## config.mk

```make
export PLATFORM = sky130hd
export DESIGN_NAME = i2s_rx_wlnorm
export DESIGN_NICKNAME = d
export VERILOG_FILES = /design/src/rtl/i2srx_pkg.sv /design/src/rtl/i2srx_insync.sv /design/src/rtl/i2srx_framer.sv /design/src/rtl/i2srx_capture.sv /design/src/rtl/i2s_rx_wlnorm.sv
export SDC_FILE = /design/constraint.sdc
export NUM_CORES = 1
export LEC_CHECK = 0
export BUFFER_PORTS_ARGS = -buffer_cell sky130_fd_sc_hd__buf_2
export CORE_MARGIN = 4
export CORE_UTILIZATION = 60
export DETAILED_ROUTE_END_ITERATION = 6
export GPL_TIMING_DRIVEN = 0
export PLACE_DENSITY = 0.83
export SYNTH_ARGS = -nofsm -noshare
export SYNTH_HDL_FRONTEND = slang
export SYNTH_HIERARCHICAL = 1
export SYNTH_SLANG_ARGS = --single-unit
```

## constraint.sdc

```tcl
create_clock -name clk -period 7.4 [get_ports clk]
set_input_delay 0.37 -clock clk [delete_from_list [all_inputs] [get_ports clk]]
set_output_delay 0.37 -clock clk [all_outputs]
set_load 0.01 [all_outputs]
```

## src/rtl/i2srx_pkg.sv

```systemverilog
package i2srx_pkg;

   typedef enum logic [1:0] {
      WL_16 = 2'b00,
      WL_20 = 2'b01,
      WL_24 = 2'b10,
      WL_32 = 2'b11
   } wl_code_e;

   // number of bits kept for a given selector code
   function automatic int unsigned wl_bits(input wl_code_e code);
      case (code)
         WL_16:   return 16;
         WL_20:   return 20;
         WL_24:   return 24;
         default: return 32;
      endcase
   endfunction

   // bit clocks per half-frame that mark a 16-bit frame
   localparam int unsigned AUTO_HALF = 16;

endpackage

```

## src/rtl/i2srx_insync.sv

```systemverilog
module i2srx_insync #(
   parameter int unsigned STAGES     = 2,
   parameter bit          REG_STROBE = 1'b0
) (
   input  logic clk,
   input  logic rst_n,
   input  logic bclk_i,
   input  logic lrclk_i,
   input  logic sdata_i,
   output logic rise_o,
   output logic lr_o,
   output logic bit_o
);

   if (STAGES < 2) begin : g_bad_stages
      $error("i2srx_insync: STAGES must be at least 2");
   end

   logic [STAGES-1:0] bclk_q, lr_q, dat_q;
   logic              bclk_last;
   logic              rise_c;

   always_ff @(posedge clk or negedge rst_n) begin
      if (!rst_n) begin
         bclk_q    <= '0;
         lr_q      <= '0;
         dat_q     <= '0;
         bclk_last <= 1'b0;
      end else begin
         bclk_q    <= {bclk_q[STAGES-2:0], bclk_i};
         lr_q      <= {lr_q[STAGES-2:0], lrclk_i};
         dat_q     <= {dat_q[STAGES-2:0], sdata_i};
         bclk_last <= bclk_q[STAGES-1];
      end
   end

   assign rise_c = bclk_q[STAGES-1] & ~bclk_last;

   if (REG_STROBE) begin : g_reg_strobe
      logic rise_r, lr_r, bit_r;
      always_ff @(posedge clk or negedge rst_n) begin
         if (!rst_n) begin
            rise_r <= 1'b0;
            lr_r   <= 1'b0;
            bit_r  <= 1'b0;
         end else begin
            rise_r <= rise_c;
            lr_r   <= lr_q[STAGES-1];
            bit_r  <= dat_q[STAGES-1];
         end
      end
      assign rise_o = rise_r;
      assign lr_o   = lr_r;
      assign bit_o  = bit_r;
   end else begin : g_comb_strobe
      assign rise_o = rise_c;
      assign lr_o   = lr_q[STAGES-1];
      assign bit_o  = dat_q[STAGES-1];
   end

   AST_RISE_SPACED: assert property (@(posedge clk) disable iff (!rst_n)
      rise_o |=> !rise_o);

endmodule

```

## src/rtl/i2srx_framer.sv

```systemverilog
module i2srx_framer
   import i2srx_pkg::*;
#(
   parameter int unsigned HCNT_W = 8,
   parameter int unsigned LIM_W  = 6
) (
   input  logic             clk,
   input  logic             rst_n,
   input  logic             rise_i,
   input  logic             lr_i,
   input  logic [1:0]       wl_sel_i,
   output logic             xfer_o,
   output logic             emit_o,
   output logic             chan_o,
   output logic [LIM_W-1:0] lim_o
);

   if (HCNT_W < 6) begin : g_bad_hcnt
      $error("i2srx_framer: HCNT_W too small to measure a 16-clock half");
   end

   localparam logic [HCNT_W-1:0] HALF16 = HCNT_W'(AUTO_HALF);
   localparam logic [HCNT_W-1:0] HMAX   = '1;

   logic              have_lr, lr_q, armed;
   logic [HCNT_W-1:0] hcnt_q, left_len_q;
   logic              left_ok_q, auto16_q;

   assign xfer_o = rise_i && have_lr && (lr_i != lr_q);
   assign emit_o = xfer_o && armed;
   assign chan_o = lr_q;
   assign lim_o  = auto16_q ? LIM_W'(AUTO_HALF) : LIM_W'(wl_bits(wl_code_e'(wl_sel_i)));

   always_ff @(posedge clk or negedge rst_n) begin
      if (!rst_n) begin
         have_lr    <= 1'b0;
         lr_q       <= 1'b0;
         armed      <= 1'b0;
         hcnt_q     <= '0;
         left_len_q <= '0;
         left_ok_q  <= 1'b0;
         auto16_q   <= 1'b0;
      end else if (rise_i) begin
         have_lr <= 1'b1;
         lr_q    <= lr_i;
         if (xfer_o) begin
            armed  <= 1'b1;
            hcnt_q <= HCNT_W'(1);
            if (lr_i) begin
               // left half just closed
               left_len_q <= hcnt_q;
               left_ok_q  <= armed;
            end else begin
               // full frame closed: decide the capture mode of the next one
               auto16_q <= armed && left_ok_q && (left_len_q == HALF16) && (hcnt_q == HALF16);
            end
         end else if (hcnt_q != HMAX) begin
            hcnt_q <= hcnt_q + HCNT_W'(1);
         end
      end
   end

   AST_AUTO_AT_LEFT: assert property (@(posedge clk) disable iff (!rst_n)
      !$stable(auto16_q) |-> $past(xfer_o && !lr_i));

   AST_CHAN_FLIP: assert property (@(posedge clk) disable iff (!rst_n)
      xfer_o |=> (lr_q != $past(lr_q)));

   AST_NO_EARLY_EMIT: assert property (@(posedge clk) disable iff (!rst_n)
      (xfer_o && !armed) |=> armed);

endmodule

```

## src/rtl/i2srx_capture.sv

```systemverilog
module i2srx_capture #(
   parameter int unsigned MAX_W = 32,
   parameter int unsigned OUT_W = 24,
   parameter int unsigned LIM_W = 6
) (
   input  logic             clk,
   input  logic             rst_n,
   input  logic             rise_i,
   input  logic             bit_i,
   input  logic             xfer_i,
   input  logic             emit_i,
   input  logic             chan_i,
   input  logic [LIM_W-1:0] lim_i,
   output logic [OUT_W-1:0] smp_o,
   output logic             vld_o,
   output logic             right_o
);

   if (OUT_W <= 20 || OUT_W > MAX_W) begin : g_bad_out
      $error("i2srx_capture: OUT_W must lie in (20, MAX_W]");
   end

   logic [MAX_W-1:0] acc_q, acc_nx;
   logic [LIM_W-1:0] cnt_q;
   logic             room;

   assign room = (cnt_q < lim_i);

   // decoded write: each bit lands at its final MSB-aligned position
   always_comb begin
      acc_nx = acc_q;
      for (int i = 0; i < MAX_W; i++) begin
         if (room && (cnt_q == LIM_W'(i))) acc_nx[MAX_W-1-i] = bit_i;
      end
   end

   always_ff @(posedge clk or negedge rst_n) begin
      if (!rst_n) begin
         acc_q   <= '0;
         cnt_q   <= '0;
         smp_o   <= '0;
         vld_o   <= 1'b0;
         right_o <= 1'b0;
      end else begin
         vld_o <= 1'b0;
         if (rise_i) begin
            if (xfer_i) begin
               acc_q <= '0;
               cnt_q <= '0;
               if (emit_i) begin
                  smp_o   <= acc_nx[MAX_W-1 -: OUT_W];
                  vld_o   <= 1'b1;
                  right_o <= chan_i;
               end
            end else begin
               acc_q <= acc_nx;
               if (room) cnt_q <= cnt_q + LIM_W'(1);
            end
         end
      end
   end

   AST_VLD_ONE_CYCLE: assert property (@(posedge clk) disable iff (!rst_n)
      vld_o |=> !vld_o);

   AST_PAD_16: assert property (@(posedge clk) disable iff (!rst_n)
      (rise_i && emit_i && lim_i == LIM_W'(16)) |=> (smp_o[OUT_W-17:0] == '0));

   AST_PAD_20: assert property (@(posedge clk) disable iff (!rst_n)
      (rise_i && emit_i && lim_i == LIM_W'(20)) |=> (smp_o[OUT_W-21:0] == '0));

   AST_CNT_BOUND: assert property (@(posedge clk) disable iff (!rst_n)
      cnt_q <= LIM_W'(MAX_W));

   AST_CLEAR_AT_EDGE: assert property (@(posedge clk) disable iff (!rst_n)
      (rise_i && xfer_i) |=> (cnt_q == '0));

endmodule

```

## src/rtl/i2s_rx_wlnorm.sv

```systemverilog
module i2s_rx_wlnorm #(
   parameter int unsigned MAX_W       = 32,
   parameter int unsigned OUT_W       = 24,
   parameter int unsigned SYNC_STAGES = 2,
   parameter bit          REG_STROBE  = 1'b0,
   parameter int unsigned HCNT_W      = 8
) (
   input  logic             clk,
   input  logic             rst_n,
   input  logic             bclk_i,
   input  logic             lrclk_i,
   input  logic             sdata_i,
   input  logic [1:0]       wl_sel_i,
   output logic [OUT_W-1:0] smp_o,
   output logic             smp_vld_o,
   output logic             smp_right_o
);

   localparam int unsigned LIM_W = $clog2(MAX_W + 1);

   if (MAX_W < 32) begin : g_bad_max
      $error("i2s_rx_wlnorm: MAX_W must hold a 32-bit word");
   end

   logic             rise_w, lr_w, bit_w;
   logic             xfer_w, emit_w, chan_w;
   logic [LIM_W-1:0] lim_w;

   i2srx_insync #(
      .STAGES     (SYNC_STAGES),
      .REG_STROBE (REG_STROBE)
   ) u_sync (
      .clk     (clk),
      .rst_n   (rst_n),
      .bclk_i  (bclk_i),
      .lrclk_i (lrclk_i),
      .sdata_i (sdata_i),
      .rise_o  (rise_w),
      .lr_o    (lr_w),
      .bit_o   (bit_w)
   );

   i2srx_framer #(
      .HCNT_W (HCNT_W),
      .LIM_W  (LIM_W)
   ) u_frame (
      .clk      (clk),
      .rst_n    (rst_n),
      .rise_i   (rise_w),
      .lr_i     (lr_w),
      .wl_sel_i (wl_sel_i),
      .xfer_o   (xfer_w),
      .emit_o   (emit_w),
      .chan_o   (chan_w),
      .lim_o    (lim_w)
   );

   i2srx_capture #(
      .MAX_W (MAX_W),
      .OUT_W (OUT_W),
      .LIM_W (LIM_W)
   ) u_cap (
      .clk     (clk),
      .rst_n   (rst_n),
      .rise_i  (rise_w),
      .bit_i   (bit_w),
      .xfer_i  (xfer_w),
      .emit_i  (emit_w),
      .chan_i  (chan_w),
      .lim_i   (lim_w),
      .smp_o   (smp_o),
      .vld_o   (smp_vld_o),
      .right_o (smp_right_o)
   );

   AST_VLD_AFTER_EDGE: assert property (@(posedge clk) disable iff (!rst_n)
      smp_vld_o |-> $past(rise_w && xfer_w));

endmodule

```

==> results.sh, run 1 <==
export IMPL_setup_tns_final_ns=0
export IMPL_synthArstFlopShare=1.00
export IMPL_synthCells=467
export IMPL_gp_congestion=0.889
export IMPL_critPathRequiredTime_ns=7.67
export IMPL_antenna_found_initial=0
export IMPL_worstPathArrival_ns=3.38
export IMPL_cts_root_buf="clkbuf_8"
export IMPL_clock_sinks=84
export IMPL_fp_dieW_um=96.1
export IMPL_area_growth_pct=12.4
export IMPL_switching_share=0.324
export IMPL_crit_path_frequent_cell="clkbuf_1"
export IMPL_drt_iter0_drc=335
export IMPL_ant_nets=0
export IMPL_synth_edf_count=0
export IMPL_final_net_count=531
export IMPL_yosysUniqueCellTypes=72
export IMPL_placed_cell_area_mm2=0.00497
export IMPL_hold_viol=0
export IMPL_netlist_area_mm2=0.00466
export IMPL_power_density_mw_per_mm2=249
export IMPL_cp_top_family="simple AND/OR/NAND/NOR gates"
export IMPL_skew_ns=0.0112
export IMPL_fp_dieH_um=96.1
export IMPL_fill_cells=538
export IMPL_rsz0062_at_grt="no"
export IMPL_critPathKind="flip-flop to flip-flop"
export IMPL_synth_area_per_cell_um2=9.98
export IMPL_ys_warn_count=6
export IMPL_leakagePower_nw=2.48
export IMPL_rows=31
export IMPL_fin_crit_ns=3.11
export IMPL_fin_crit_sh=0.420
export IMPL_max_stage_delay_ns=0.45
export IMPL_ys_ff_latch=84
export IMPL_wl_per_cell_um=17.8
export IMPL_h_tree_depth=3
export IMPL_port_buffers=32
export IMPL_ys_flop_type="dfrtp_1"
export IMPL_tightestPinTransition_ns=0.688
export IMPL_vias_per_cell=6.34
export IMPL_final_seq_area_mm2=0.00210
export IMPL_start_util=0.629
export IMPL_setup_viol=0
export IMPL_vias=3909
export IMPL_p_sw_w=0.000423
export IMPL_coreArea_mm2=0.00741
export IMPL_ys_seq_area_frac=0.451
export IMPL_clk_latency_ns=0.36
export IMPL_drive_above_1_share=0.189
export IMPL_combPwrFrac=0.258
export IMPL_path_clk_slew_ns=0.08
export IMPL_grt_pass1_wl_um=17800
export IMPL_vdd_drop_max_uv=133
export IMPL_cp_end_kind="flip-flop"
export IMPL_slowest_stage="clkbuf_1"
export IMPL_slew_headroom=0.538
export IMPL_hp_class="input port to flip-flop"
export IMPL_reg2reg_setup_slack_ns=4.29
export IMPL_drtPass1Iterations=5
export IMPL_n_antenna_cell=0
export IMPL_maxSlewViolCount=0
export IMPL_cts_tree="yes"
export IMPL_first_global_vias=3775
export IMPL_cp_start_kind="flip-flop"
export IMPL_worstPathMaxFanout=13
export IMPL_pwr_share_seq=0.427
export IMPL_gr_total_overflow=0
export IMPL_status="complete, no violations"
export IMPL_p_int_w=0.000881
export IMPL_gr_usage_all_layers=0.252
export IMPL_grt_max_degree=46
export IMPL_cap_viol_max_count=0
export IMPL_pin_count=33
export IMPL_crit_chain="nor2b_4 > nand2_1 > nor2_4 > clkbuf_1 > nand3_1 > inv_2 > clkbuf_1 > nor2_1 > a21oi_1"
export IMPL_cts_buffers=9
export IMPL_drc=0
export IMPL_power_total_w=0.00130
export IMPL_final_cell_area_mm2=0.00524
export IMPL_post_dp_hpwl_um=7550
export IMPL_max_freq_mhz=322
export IMPL_die_area_mm2=0.00924
export IMPL_multi_input_comb_area_mm2=0.00223
export IMPL_worst_path_buf_inv=3
export IMPL_power_frac_clock=0.315
export IMPL_wirelength_um=11000
export IMPL_cts_buffer_depth=2
registers in the layout, summed over array words and instances (netlist names), 2 cells and up:
signal / cells
u_sync/dat_q: 2
u_cap/acc_q: 24
u_cap/smp_o: 24
u_frame/hcnt_q: 8
u_sync/bclk_q: 2
u_frame/left_len_q: 8
u_sync/lr_q: 2
u_cap/cnt_q: 6
final timing paths:
check,from,to,cells past startpoint
worst max-delay path,u_sync/bclk_last,u_cap/smp_o[8],9
worst min-delay path,bclk_i,u_sync/bclk_q[0],1
worst max register to register,u_sync/bclk_last,u_cap/smp_o[8],9
worst min register to register,u_sync/bclk_q[0],u_sync/bclk_q[1],0
max in group asynchronous,rst_n,u_cap/acc_q[10],3
min in group asynchronous,rst_n,u_frame/hcnt_q[1],2
what timing repair did:
item	4_1_cts	5_1_grt
hold buffers	1	0
gates resized for setup	0	0
setup buffers	0	0
hold endpoints to repair	4	0
power by group through the flow:
stage	combinational (W)	clock, W	sequential [W]
after floorplan	0.000228	0	0.000563
after global placement	0.000312	0	0.000562
after detailed placement	0.000326	0	0.000564
after CTS	0.000331	0.000417	0.000556
after global routing	0.000369	0.000434	0.000564
final	0.000337	0.000410	0.000557
cells in the final DEF (no fill, tap or decap), drive strengths merged, types with 3 or more instances in the layout:
cell / instances
dfrtp: 84
buf: 53
inv: 39
o211ai: 32
nand2: 26
clkbuf: 26
mux2i: 24
nor2: 23
a21oi: 21
o21ai: 21
nand3: 20
o22ai: 15
a31oi: 14
nor3: 11
ha: 11
mux2: 9
nand2b: 8
a21o: 7
and2: 5
nor2b: 5
a311o: 4
a211o: 4
nand4: 4
bufinv: 3
or4: 3
nor4: 3
or2: 3
a2111oi: 3
nor3b: 3
cell usage after synthesis, drive strengths merged, types with 5 or more instances:
master  number  area share
inv         39       0.031
and2         5      0.0067
o21ai       21       0.023
mux2         9       0.025
buf         20       0.028
nand3       20       0.021
a21o         7       0.011
dfrtp       84        0.45
nor3        11       0.012
nand2       26       0.021
o211ai      32       0.057
ha          11       0.030
a21oi       21       0.025
clkbuf      15       0.012
nand2b       8       0.011
nor2b        5      0.0083
o22ai       15       0.020
a31oi       14       0.019
nor2        23       0.020
mux2i       24       0.052
per-layer routing:
metal  global-route usage  up-vias  wire length (um)
met2                0.384      199              5070
met3               0.0391       33               870
met5                    0        -                 0
li1                     -     1782                 -
met1                0.352     1895              4750
met4                0.121        0               307
final cells by class:
type                       instances  share of cell area
multi-input combinational        310               0.425
sequential                        84               0.401
clock buffer                      11              0.0289
inverter                          39              0.0279
timing repair buffer              34              0.0368
clock inverter                     5              0.0205
tap                               99              0.0236
buffer                            35              0.0356
kinds of logic after synthesis:
| group | synth area share |
|---|---|
| compound gates | 0.211 |
| xor+xnor | 0.00537 |
| fa+ha+maj | 0.0295 |
| buf+inv | 0.0714 |
| flops | 0.451 |
| mux | 0.0765 |
| other cells | 0.000805 |
| simple gates | 0.155 |
metrics by stage:
step / cells / worst slack [ns] / util / hold slack [ns]
after floorplan: 468 / 5.05 / - / 0.0744
after global placement: 599 / 4.49 / 0.668 / 0.331
after detailed placement: 600 / 4.43 / 0.671 / 0.339
after CTS: 617 / 4.37 / 0.707 / 0.0991
after global routing: 617 / 4.08 / 0.707 / 0.0974
final: 617 / 4.29 / 0.707 / 0.111
(Power assumes the default switching activity.)
==> inputs of run 2 (changes only) <==
--- a/config.mk
+++ b/config.mk
@@ -7,10 +7,10 @@
 export LEC_CHECK = 0
 export BUFFER_PORTS_ARGS = -buffer_cell sky130_fd_sc_hd__buf_2
 export CORE_MARGIN = 4
-export CORE_UTILIZATION = 60
+export CORE_UTILIZATION = 55
 export DETAILED_ROUTE_END_ITERATION = 6
 export GPL_TIMING_DRIVEN = 0
-export PLACE_DENSITY = 0.83
+export PLACE_DENSITY = 0.81
 export SYNTH_ARGS = -nofsm -noshare
 export SYNTH_HDL_FRONTEND = slang
 export SYNTH_HIERARCHICAL = 1
==> constraint.sdc (replaced) <==
create_clock -name clk -period 2.76 [get_ports clk]
set_input_delay 0.138 -clock clk [delete_from_list [all_inputs] [get_ports clk]]
set_output_delay 0.138 -clock clk [all_outputs]
set_load 0.01 [all_outputs]
==> run 2 against run 1 <==
  * Global-route usage decreased by 2.1 points
  * Non-clock buffer count increased by 6
  * Wire length decreased by 0.86%
  * Flip-flop and latch count unchanged
  * Critical path depth increased by 2
  * Sequential share of layout area decreased by 0.35 points
  * Worst hold slack improved by 0.12 ns
  * Register-to-register slack got worse by 4.1 ns
  * First-iteration DRC count decreased by 6.3%
  * Die area increased by 8.3%
  * Maximum frequency increased by 20%
  * Total power increased by 150%
  * Critical path type unchanged
==> results.sh, run 2 (same netlist as run 1, synthesis figures left out) <==
export IMPL_vias=3836
export IMPL_wl_per_cell_um=17.3
export IMPL_vdd_drop_max_uv=303
export IMPL_ant_nets=0
export IMPL_max_stage_delay_ns=0.43
export IMPL_cts_root_buf="clkbuf_8"
export IMPL_hold_viol=0
export IMPL_cp_end_kind="flip-flop"
export IMPL_clock_sinks=84
export IMPL_pin_count=33
export IMPL_status="complete, no violations"
export IMPL_fin_crit_sh=0.938
export IMPL_hp_class="input port to async pin"
export IMPL_final_cell_area_mm2=0.00529
export IMPL_antenna_found_initial=0
export IMPL_die_area_mm2=0.0100
export IMPL_gp_congestion=0.962
export IMPL_pre_cts_ws_ns=-0.213
export IMPL_max_freq_mhz=386
export IMPL_post_dp_hpwl_um=7610
export IMPL_maxSlewViolCount=0
export IMPL_wirelength_um=10900
export IMPL_fp_dieH_um=100
export IMPL_setup_tns_final_ns=0
export IMPL_final_cell_count_no_fill=629
export IMPL_placed_cell_area_mm2=0.00498
export IMPL_setup_ws_ns=0.172
export IMPL_worstPathMaxFanout=10
export IMPL_power_density_mw_per_mm2=611
export IMPL_slew_headroom=0.617
export IMPL_cap_viol_max_count=0
export IMPL_tightestPinTransition_ns=0.574
export IMPL_n_antenna_cell=0
export IMPL_rows=33
export IMPL_routed_wl_met2_um=5130
export IMPL_worstPathArrival_ns=2.83
export IMPL_start_util=0.567
export IMPL_layout_commonest_cell="dfrtp_1"
export IMPL_reg_top3="u_cap/acc_q: 24 flops, u_cap/smp_o: 24 flops"
export IMPL_coreArea_mm2=0.00822
export IMPL_top_layer="met4"
export IMPL_grt_pass1_wl_um=18400
export IMPL_clk_latency_ns=0.37
export IMPL_fin_crit_ns=2.59
export IMPL_skew_ns=0.0161
export IMPL_slowest_stage="dfrtp_1"
export IMPL_grt_max_degree=58
export IMPL_critPathKind="flip-flop to flip-flop"
export IMPL_fp_dieW_um=100
export IMPL_drc=0
export IMPL_gr_usage_all_layers=0.231
export IMPL_critPathRequiredTime_ns=3.00
export IMPL_vias_per_cell=6.10
export IMPL_cts_buffers=9
export IMPL_final_net_count=537
export IMPL_final_cell_mix="dfrtp_1, buf_2, inv_1"
export IMPL_port_buffers=32
export IMPL_cp_start_kind="flip-flop"
export IMPL_m1WireLength_um=4830
export IMPL_area_growth_pct=13.4
export IMPL_hold_slack_ns=0.230
export IMPL_route_met3_wl_um=690
export IMPL_dp_cells=606
export IMPL_path_clk_slew_ns=0.09
export IMPL_first_global_vias=3667
export IMPL_drtPass1Iterations=5
export IMPL_drive_above_1_share=0.206
export IMPL_cts_tree="yes"
export IMPL_drt_iter0_drc=314
export IMPL_crit_chain="and3b_1 > inv_1 > ha_1 > and2_1 > buf_6 > nand3_1 > buf_2 > buf_4 > o211ai_1 > nor2_1 > a311o_1"
export IMPL_h_tree_depth=3
export IMPL_cts_buffer_depth=2
export IMPL_leakagePower_nw=2.48
export IMPL_setup_viol=0
export IMPL_gr_total_overflow=0
-- run 2: layout make-up --
type | count | area (um^2)
buffer | 35 | 196
clock buffer | 10 | 138
clock inverter | 6 | 48.8
fill | 668 | 2930
inverter | 39 | 146
multi-input combinational | 310 | 2270
sequential | 84 | 2100
tap | 105 | 131
timing repair buffer | 40 | 253
-- run 2: repair_timing --
item,CTS,global route
pin swaps,0,2
setup buffers,0,3
gates resized for setup,1,13
hold endpoints to repair,30,0
hold buffers,4,0
setup endpoints to repair,17,27
-- run 2: where the power goes --
part,leakage [nW],switching (W),total (W),internal (W)
logic,1.51,0.000575,0.000913,0.000338
registers,0.888,0.000115,0.00149,0.00138
clock network,0.0851,0.000465,0.000822,0.000357
total,2.48,0.00115,0.00323,0.00207
-- run 2: routing by layer --
metal  vias to the layer above  track usage
met5                         -            0
met4                         0        0.109
met3                        25       0.0424
met2                       165        0.342
met1                      1852        0.331
li1                       1794            -
-- run 2: worst max-delay path, delay by kind of cell (launching register included) --
family / cells / cell delay, ns
flops: 1 / 0.43
fa+ha+maj: 1 / 0.30
buf+inv: 4 / 0.60
simple gates: 4 / 0.56
compound gates: 2 / 0.57
-- run 2: stage by stage --
stage,utilization,power (W)
floorplan,-,0.00212
global placement,0.603,0.00235
detailed placement,0.607,0.00239
CTS,0.634,0.00323
global route,0.643,0.00343
finish,0.643,0.00323
-- run 2: path summary, 6_finish.rpt --
check / cells past startpoint / end / slack, ns / from
worst max register to register: 11 / u_cap/acc_q[23] / 0.17 / u_frame/auto16_q
max in group asynchronous: 3 / u_cap/smp_o[9] / 1.92 / rst_n
worst min register to register: 0 / u_sync/bclk_q[1] / 0.35 / u_sync/bclk_q[0]
worst max-delay path: 11 / u_cap/acc_q[23] / 0.17 / u_frame/auto16_q
min in group clk: 0 / u_sync/bclk_q[1] / 0.35 / u_sync/bclk_q[0]
worst min-delay path: 2 / u_cap/smp_o[6] / 0.23 / rst_n
